===== src/rtl/vca_pkg.sv =====
package vca_pkg;

  // Flag word layout: bit 0 carry, bit 1 half carry, bit 2 overflow, bit 3 summary overflow
  typedef struct packed {
    logic so;
    logic ov;
    logic ca32;
    logic ca;
  } vca_flags_t;

  typedef enum logic [1:0] {
    LOOP_IDLE = 2'd0,
    LOOP_RUN  = 2'd1,
    LOOP_FIN  = 2'd2
  } loop_state_t;

endpackage


===== src/rtl/vca_regfile.sv =====
module vca_regfile #(
  parameter int XLEN  = 64,
  parameter int NREGS = 32,
  parameter int AW    = 5
) (
  input  logic            clk,
  input  logic            rst,
  input  logic            we,
  input  logic [AW-1:0]   waddr,
  input  logic [XLEN-1:0] wdata,
  input  logic [AW-1:0]   ra_addr,
  output logic [XLEN-1:0] ra_data,
  input  logic [AW-1:0]   rb_addr,
  output logic [XLEN-1:0] rb_data,
  input  logic [AW-1:0]   rh_addr,
  output logic [XLEN-1:0] rh_data
);

  logic [XLEN-1:0] mem [NREGS];

  for (genvar g = 0; g < NREGS; g++) begin : g_entry
    always_ff @(posedge clk) begin
      if (rst) begin
        mem[g] <= '0;
      end else if (we && (waddr == AW'(g))) begin
        mem[g] <= wdata;
      end
    end
  end

  assign ra_data = mem[ra_addr];
  assign rb_data = mem[rb_addr];
  assign rh_data = mem[rh_addr];

endmodule


===== src/rtl/vca_elem_add.sv =====
module vca_elem_add #(
  parameter int XLEN = 64
) (
  input  logic [XLEN-1:0] a,
  input  logic [XLEN-1:0] b,
  input  logic            cin,
  output logic [XLEN-1:0] sum,
  output logic            cout,
  output logic            cout_half
);

  localparam int HALF = XLEN / 2;

  logic [XLEN:0] full_sum;
  logic [HALF:0] half_sum;

  always_comb begin
    full_sum = {1'b0, a} + {1'b0, b} + {{XLEN{1'b0}}, cin};
    half_sum = {1'b0, a[HALF-1:0]} + {1'b0, b[HALF-1:0]} + {{HALF{1'b0}}, cin};
  end

  assign sum       = full_sum[XLEN-1:0];
  assign cout      = full_sum[XLEN];
  assign cout_half = half_sum[HALF];

endmodule


===== src/rtl/vca_seq.sv =====
module vca_seq
  import vca_pkg::*;
#(
  parameter int VLMAX = 8,
  parameter int VLW   = 4,
  parameter int IDXW  = 3
) (
  input  logic            clk,
  input  logic            rst,
  input  logic            start,
  input  logic [VLW-1:0]  vl,
  output logic            accept,
  output logic            busy,
  output logic            done,
  output logic [IDXW-1:0] idx,
  output logic            last
);

  loop_state_t    state_q;
  logic [VLW-1:0] len_q;
  logic [VLW-1:0] len_sat;

  assign len_sat = (vl > VLW'(VLMAX)) ? VLW'(VLMAX) : vl;
  assign busy    = (state_q == LOOP_RUN);
  assign done    = (state_q == LOOP_FIN);
  assign accept  = start && !busy;
  assign last    = busy && ((VLW'(idx) + VLW'(1)) == len_q);

  always_ff @(posedge clk) begin
    if (rst) begin
      state_q <= LOOP_IDLE;
      idx     <= '0;
      len_q   <= '0;
    end else if (busy) begin
      if (last) begin
        state_q <= LOOP_FIN;
      end else begin
        idx <= idx + IDXW'(1);
      end
    end else if (accept) begin
      idx   <= '0;
      len_q <= len_sat;
      state_q <= (len_sat == '0) ? LOOP_FIN : LOOP_RUN;
    end else begin
      state_q <= LOOP_IDLE;
    end
  end

endmodule


===== src/rtl/vec_carry_adder.sv =====
module vec_carry_adder
  import vca_pkg::*;
#(
  parameter int XLEN  = 64,
  parameter int NREGS = 32,
  parameter int VLMAX = 8,
  localparam int AW   = $clog2(NREGS),
  localparam int VLW  = $clog2(VLMAX + 1),
  localparam int IDXW = (VLMAX > 1) ? $clog2(VLMAX) : 1
) (
  input  logic            clk,
  input  logic            rst,
  input  logic            start,
  input  logic [VLW-1:0]  vl,
  input  logic [AW-1:0]   base_dst,
  input  logic [AW-1:0]   base_src1,
  input  logic [AW-1:0]   base_src2,
  output logic            busy,
  output logic            done,
  input  logic            host_we,
  input  logic [AW-1:0]   host_addr,
  input  logic [XLEN-1:0] host_wdata,
  output logic [XLEN-1:0] host_rdata,
  input  logic            flag_we,
  input  logic [3:0]      flag_wdata,
  output logic [3:0]      flags
);

  logic            accept;
  logic            last;
  logic [IDXW-1:0] idx;
  logic [AW-1:0]   bd_q, ba_q, bb_q;
  logic [AW-1:0]   addr_d, addr_a, addr_b;
  logic [XLEN-1:0] op_a, op_b, elem_sum;
  logic            chain_c, elem_cout, elem_cout_half;
  vca_flags_t      flags_q;
  logic            rf_we;
  logic [AW-1:0]   rf_waddr;
  logic [XLEN-1:0] rf_wdata;

  vca_seq #(.VLMAX(VLMAX), .VLW(VLW), .IDXW(IDXW)) u_seq (
    .clk(clk), .rst(rst), .start(start), .vl(vl),
    .accept(accept), .busy(busy), .done(done), .idx(idx), .last(last)
  );

  // Element k addresses: base + k, wrapping at the file size
  assign addr_d = bd_q + AW'(idx);
  assign addr_a = ba_q + AW'(idx);
  assign addr_b = bb_q + AW'(idx);

  // Loop owns the write port while busy; host writes are dropped then
  assign rf_we    = busy || host_we;
  assign rf_waddr = busy ? addr_d   : host_addr;
  assign rf_wdata = busy ? elem_sum : host_wdata;

  vca_regfile #(.XLEN(XLEN), .NREGS(NREGS), .AW(AW)) u_rf (
    .clk(clk), .rst(rst),
    .we(rf_we), .waddr(rf_waddr), .wdata(rf_wdata),
    .ra_addr(addr_a), .ra_data(op_a),
    .rb_addr(addr_b), .rb_data(op_b),
    .rh_addr(host_addr), .rh_data(host_rdata)
  );

  vca_elem_add #(.XLEN(XLEN)) u_add (
    .a(op_a), .b(op_b), .cin(chain_c),
    .sum(elem_sum), .cout(elem_cout), .cout_half(elem_cout_half)
  );

  always_ff @(posedge clk) begin
    if (rst) begin
      bd_q    <= '0;
      ba_q    <= '0;
      bb_q    <= '0;
      chain_c <= 1'b0;
    end else if (accept) begin
      bd_q    <= base_dst;
      ba_q    <= base_src1;
      bb_q    <= base_src2;
      chain_c <= flags_q.ca;
    end else if (busy) begin
      chain_c <= elem_cout;
    end
  end

  always_ff @(posedge clk) begin
    if (rst) begin
      flags_q <= '0;
    end else if (last) begin
      flags_q.ca   <= elem_cout;
      flags_q.ca32 <= elem_cout_half;
    end else if (flag_we && !busy) begin
      flags_q <= vca_flags_t'(flag_wdata);
    end
  end

  assign flags = flags_q;

endmodule


===== config.mk =====
export PLATFORM = sky130hd
export DESIGN_NAME = vec_carry_adder
export DESIGN_NICKNAME = d
export VERILOG_FILES = /design/src/rtl/vca_pkg.sv /design/src/rtl/vca_regfile.sv /design/src/rtl/vca_elem_add.sv /design/src/rtl/vca_seq.sv /design/src/rtl/vec_carry_adder.sv
export SDC_FILE = /design/constraint.sdc
export NUM_CORES = 2
export LEC_CHECK = 0
export BUFFER_PORTS_ARGS = -buffer_cell sky130_fd_sc_hd__buf_4
export CAP_MARGIN = 10
export CORE_MARGIN = 1
export CORE_UTILIZATION = 50
export CTS_CLUSTER_SIZE = 14
export DETAILED_ROUTE_END_ITERATION = 16
export PLACE_DENSITY = 0.68
export SLEW_MARGIN = 20
export SYNTH_ARGS = -nofsm -noshare
export SYNTH_HDL_FRONTEND = slang
export SYNTH_SLANG_ARGS = --single-unit
export TNS_END_PERCENT = 1

===== constraint.sdc =====
create_clock -name clk -period 7.12 [get_ports clk]
set_clock_uncertainty 0.15 [all_clocks]
set_input_delay 0.712 -clock clk [delete_from_list [all_inputs] [get_ports clk]]
set_output_delay 0.712 -clock clk [all_outputs]
set_load 0.02 [all_outputs]

==> flow_metrics.tcl <==
set metrics [dict create \
    status "finished, violations left" \
    violations "negative setup slack" \
    drt-initial-drc-count 17200 \
    wl_um 492000 \
    num_rows 183 \
    grt_pass1_vias 87600 \
    track_usage_pct 39.0 \
    grt-ovfl-total 0 \
    async_reset_ff_share_pct 0 \
    synth_edf_count 2048 \
    hold_violations 0 \
    synthMostInstantiatedCell "nor2_1" \
    num_io_pins 167 \
    viasPerCell 7.77 \
    cp_top_family "adder cells" \
    reg2reg_to "u_rf.mem[25][61]" \
    portBuffers 166 \
    dp_hpwl_um 278000 \
    whs_path_depth 4 \
    seq_area_frac_synth_pct 49.7 \
    antenna_found_initial 10 \
    drc 0 \
    utilization_pct 56.7 \
    cp_common_cell "buf_4" \
    synth-seq-cells 2077 \
    drv_cap 0 \
    cts_root_buf "clkbuf_16" \
    crit_path_max_fanout 49 \
    setup_viol 17 \
    r2r_cells 22 \
    fmax_mhz 140 \
    crit_path_top_delay_cell "fa_4" \
    crit_chain "ha_4, inv_1, fa_4, buf_16, buf_4, mux4_2, mux4_2, mux2_2, ha_1, nand4_1, nor4_4, and2_1, a222oi_1, buf_4, and2_1, buf_4, o21a_1, a21oi_1, xor2_1, mux2i_2, buf_12, nor2_1" \
    rsz0062_at_grt "yes" \
    p_leak_nw 49.9 \
    fin_ws_ns -0.0287 \
    arrival_ns 7.62 \
    die_h_um 502 \
    cts_tree "built" \
    yosysWarnings 0 \
    min_path_type "in -> reg" \
    pwr-share-comb_pct 29.0 \
    cts.clk_slew.worst_paths_ns 0.06 \
    postLayoutCellArea_sq_um 141000 \
    pwr-share-seq_pct 37.9 \
    crit_type "reg -> reg" \
    crit_buf_inv 6 \
    synth_top_area_cell "edfxtp_1" \
    dpl_cell_area_sq_um 132000 \
    p_sw_mw 12.2 \
    crit_path_end_kind "flip-flop" \
    area_growth_pct 12.8 \
    globalplace.congestion 0.990 \
    nets 8213 \
    worst_pin_slew_ns 1.25 \
    tns_ns -0.185 \
    max_stage_delay_ns 0.88 \
    maxSlewViolCount 0 \
    synth_area_leaders "edfxtp_1, mux4_2, nor2_1" \
    clk_latency_ns 0.94 \
    finalCriticalPeriod_ns 7.15 \
    grt_pass1_wl_um 678000 \
    hold_end "u_rf.mem[3][54]" \
    synth_nets 8270 \
    max_slew_margin_pct 16.9 \
    drive_above_1_share_pct 39.4 \
    timing.final.crit_share_pct 100 \
    max-clock-path-buffers 3 \
    clock_sinks 2077 \
    synth_common_cells "nor2_1, edfxtp_1, mux4_2" \
    syn_area_sq_um 125000 \
    fp.coreArea_sq_um 248000 \
    grt_max_degree 137 \
    design.die.area_sq_um 252000 \
    wire_per_inst_um 42.5 \
    yosysTopAreaCellShare_pct 49.2 \
    synth_cells 8095 \
    syn_area_per_cell_sq_um 15.4 \
    vias 89900 \
    clockPowerShare_pct 33.1 \
    swShare_pct 31.9 \
    die_w_um 502 \
    cts_max_level 4 \
    irDropWorstVdd_v 0.000231 \
    ant_nets 0 \
    start_kind "flip-flop" \
    min-delay-start "host_wdata[54]" \
    synth_cell_types 76 \
    first_pass_iters 9 \
    cts_buffers 224 \
    start_util_pct 50.3 \
    r2r-start "u_seq.idx[0]" \
    p_int_mw 25.9 \
    p_per_area_nw_per_um2 270 \
    reg2reg_slack_ns -0.03 \
    synth_top_flop_cell "edfxtp_1" \
    cp.required_ns 7.60 \
]
==> logic make-up (layout without fill, tap and decap cells) <==
| logic type | after synthesis | count (layout) | share of synthesized area (%) |
|---|---|---|---|
| AO/OA/AOI/OAI | 362 | 362 | 1.82 |
| XOR/XNOR | 62 | 62 | 0.435 |
| flip-flops | 2077 | 2077 | 49.7 |
| buffers and inverters | 923 | 1066 | 2.88 |
| other | 0 | 8 | 0 |
| AND/OR/NAND/NOR | 2447 | 2447 | 7.71 |
| adder cells (fa/ha/maj) | 78 | 78 | 0.811 |
| multiplexers | 2146 | 2146 | 36.6 |
==> what timing repair did <==
action / CTS / global route
setup buffers: 1 / 1
hold endpoints to repair: 25 / 0
setup endpoints to repair: 128 / 576
gates cloned: 0 / 1
gates resized for setup: 3 / 25
pin swaps: 1 / 1
hold buffers: 30 / 0
==> layout by cell type (no fill, tap or decap), types with 28 or more instances in the layout <==
master         Yosys  routed
clkinv_1           0      46
bufinv_16          0      38
edfxtp_1        2048    2048
clkbuf_16          0     227
nand4_1           28      28
dfxtp_1           29      29
a21o_4             0      32
a21o_1            61      29
clkinv_2           0      41
o21ai_0           55      54
buf_12             0     125
xnor2_1           36      31
inv_1             29      28
dlygate4sd3_1      0      30
ha_1              73      70
a21oi_2            1      29
nor2_2            30      34
nor2_1          2116    2112
mux2_2           192     192
mux4_2          1920    1920
clkbuf_1         699      31
a21oi_1          147     119
nor3_1            30      28
nand2_4            0      32
buf_4              0     437
nand2_1          149     117
==> flip-flops by register name, indices dropped and copies added, names as in the netlist, 2 cells and up <==
signal and cells:
u_rf.mem 2048, ba_q 5, bb_q 5, bd_q 5
flags 4, u_seq.len_q 4, u_seq.idx 3, u_seq.state_q 2
==> area by class of cell <==
type                    instances  area [sq um]
inverters                      29           111
fillers                     18800        108000
clock buffers                 265          5870
diodes                          8          20.0
repair buffers                611          6390
flip-flops and latches       2077         62100
clock inverters               161          2030
well taps                    3330          4170
multi-input cells            5095         60200
==> power groups by stage <==
stage	clock network [mW]	logic, mW	registers, mW
CTS	12.6	10.7	14.4
finish	12.6	11.0	14.5
floorplan	0	6.82	14.5
global route	13.0	11.3	14.5
global placement	0	10.5	14.6
detailed placement	0	10.6	14.7
==> per-layer routing <==
| metal | vias up | part of all wire, % | wire length [um] | global-route usage, % |
|---|---|---|---|---|
| met1 | 45600 | 30 | 150000 | 47.5 |
| met4 | 14 | 8.8 | 43100 | 28.2 |
| li1 | 32400 | - | - | - |
| met2 | 9788 | 44 | 219000 | 57.7 |
| met3 | 2134 | 16 | 80200 | 14.1 |
| met5 | - | 0.018 | 88 | 0 |
==> through the flow <==
step	hold slack (ns)	worst slack (ns)	cells	total power, mW
4_1_cts	0.134	0.0319	11600	37.7
2_1_floorplan	0.290	0.504	8095	21.3
3_3_place_gp	0.298	-0.210	11100	25.1
3_5_place_dp	0.305	-0.152	11100	25.3
5_1_grt	0.197	-0.0121	11600	38.9
6_report	0.177	-0.0287	11600	38.1
==> worst reg2reg max path, cell delays in order (launching register included) <==
cell and delay (ns):
dfxtp_1 0.45, ha_4 0.17, inv_1 0.05, fa_4 0.88, buf_16 0.32, buf_4 0.47, mux4_2 0.35, mux4_2 0.48
mux2_2 0.29, ha_1 0.51, nand4_1 0.29, nor4_4 0.37, and2_1 0.18, a222oi_1 0.09, buf_4 0.19, and2_1 0.21
buf_4 0.15, o21a_1 0.22, a21oi_1 0.32, xor2_1 0.14, mux2i_2 0.25, buf_12 0.23, nor2_1 0.11
==> worst max path at each step <==
stage	from	endpoint	slack (ns)	depth (start not counted)
2_1_floorplan	u_seq.idx[0]	u_rf.mem[10][56]	0.50	22
3_3_place_gp	u_seq.idx[0]	u_rf.mem[19][45]	-0.21	20
3_5_place_dp	u_seq.idx[0]	u_rf.mem[17][45]	-0.15	20
4_1_cts	u_seq.idx[0]	u_rf.mem[1][56]	0.03	22
5_1_grt	u_seq.idx[0]	u_rf.mem[19][61]	-0.01	22
6_report	u_seq.idx[0]	u_rf.mem[25][61]	-0.03	22
Note: power is estimated with default switching activity, not from simulation.
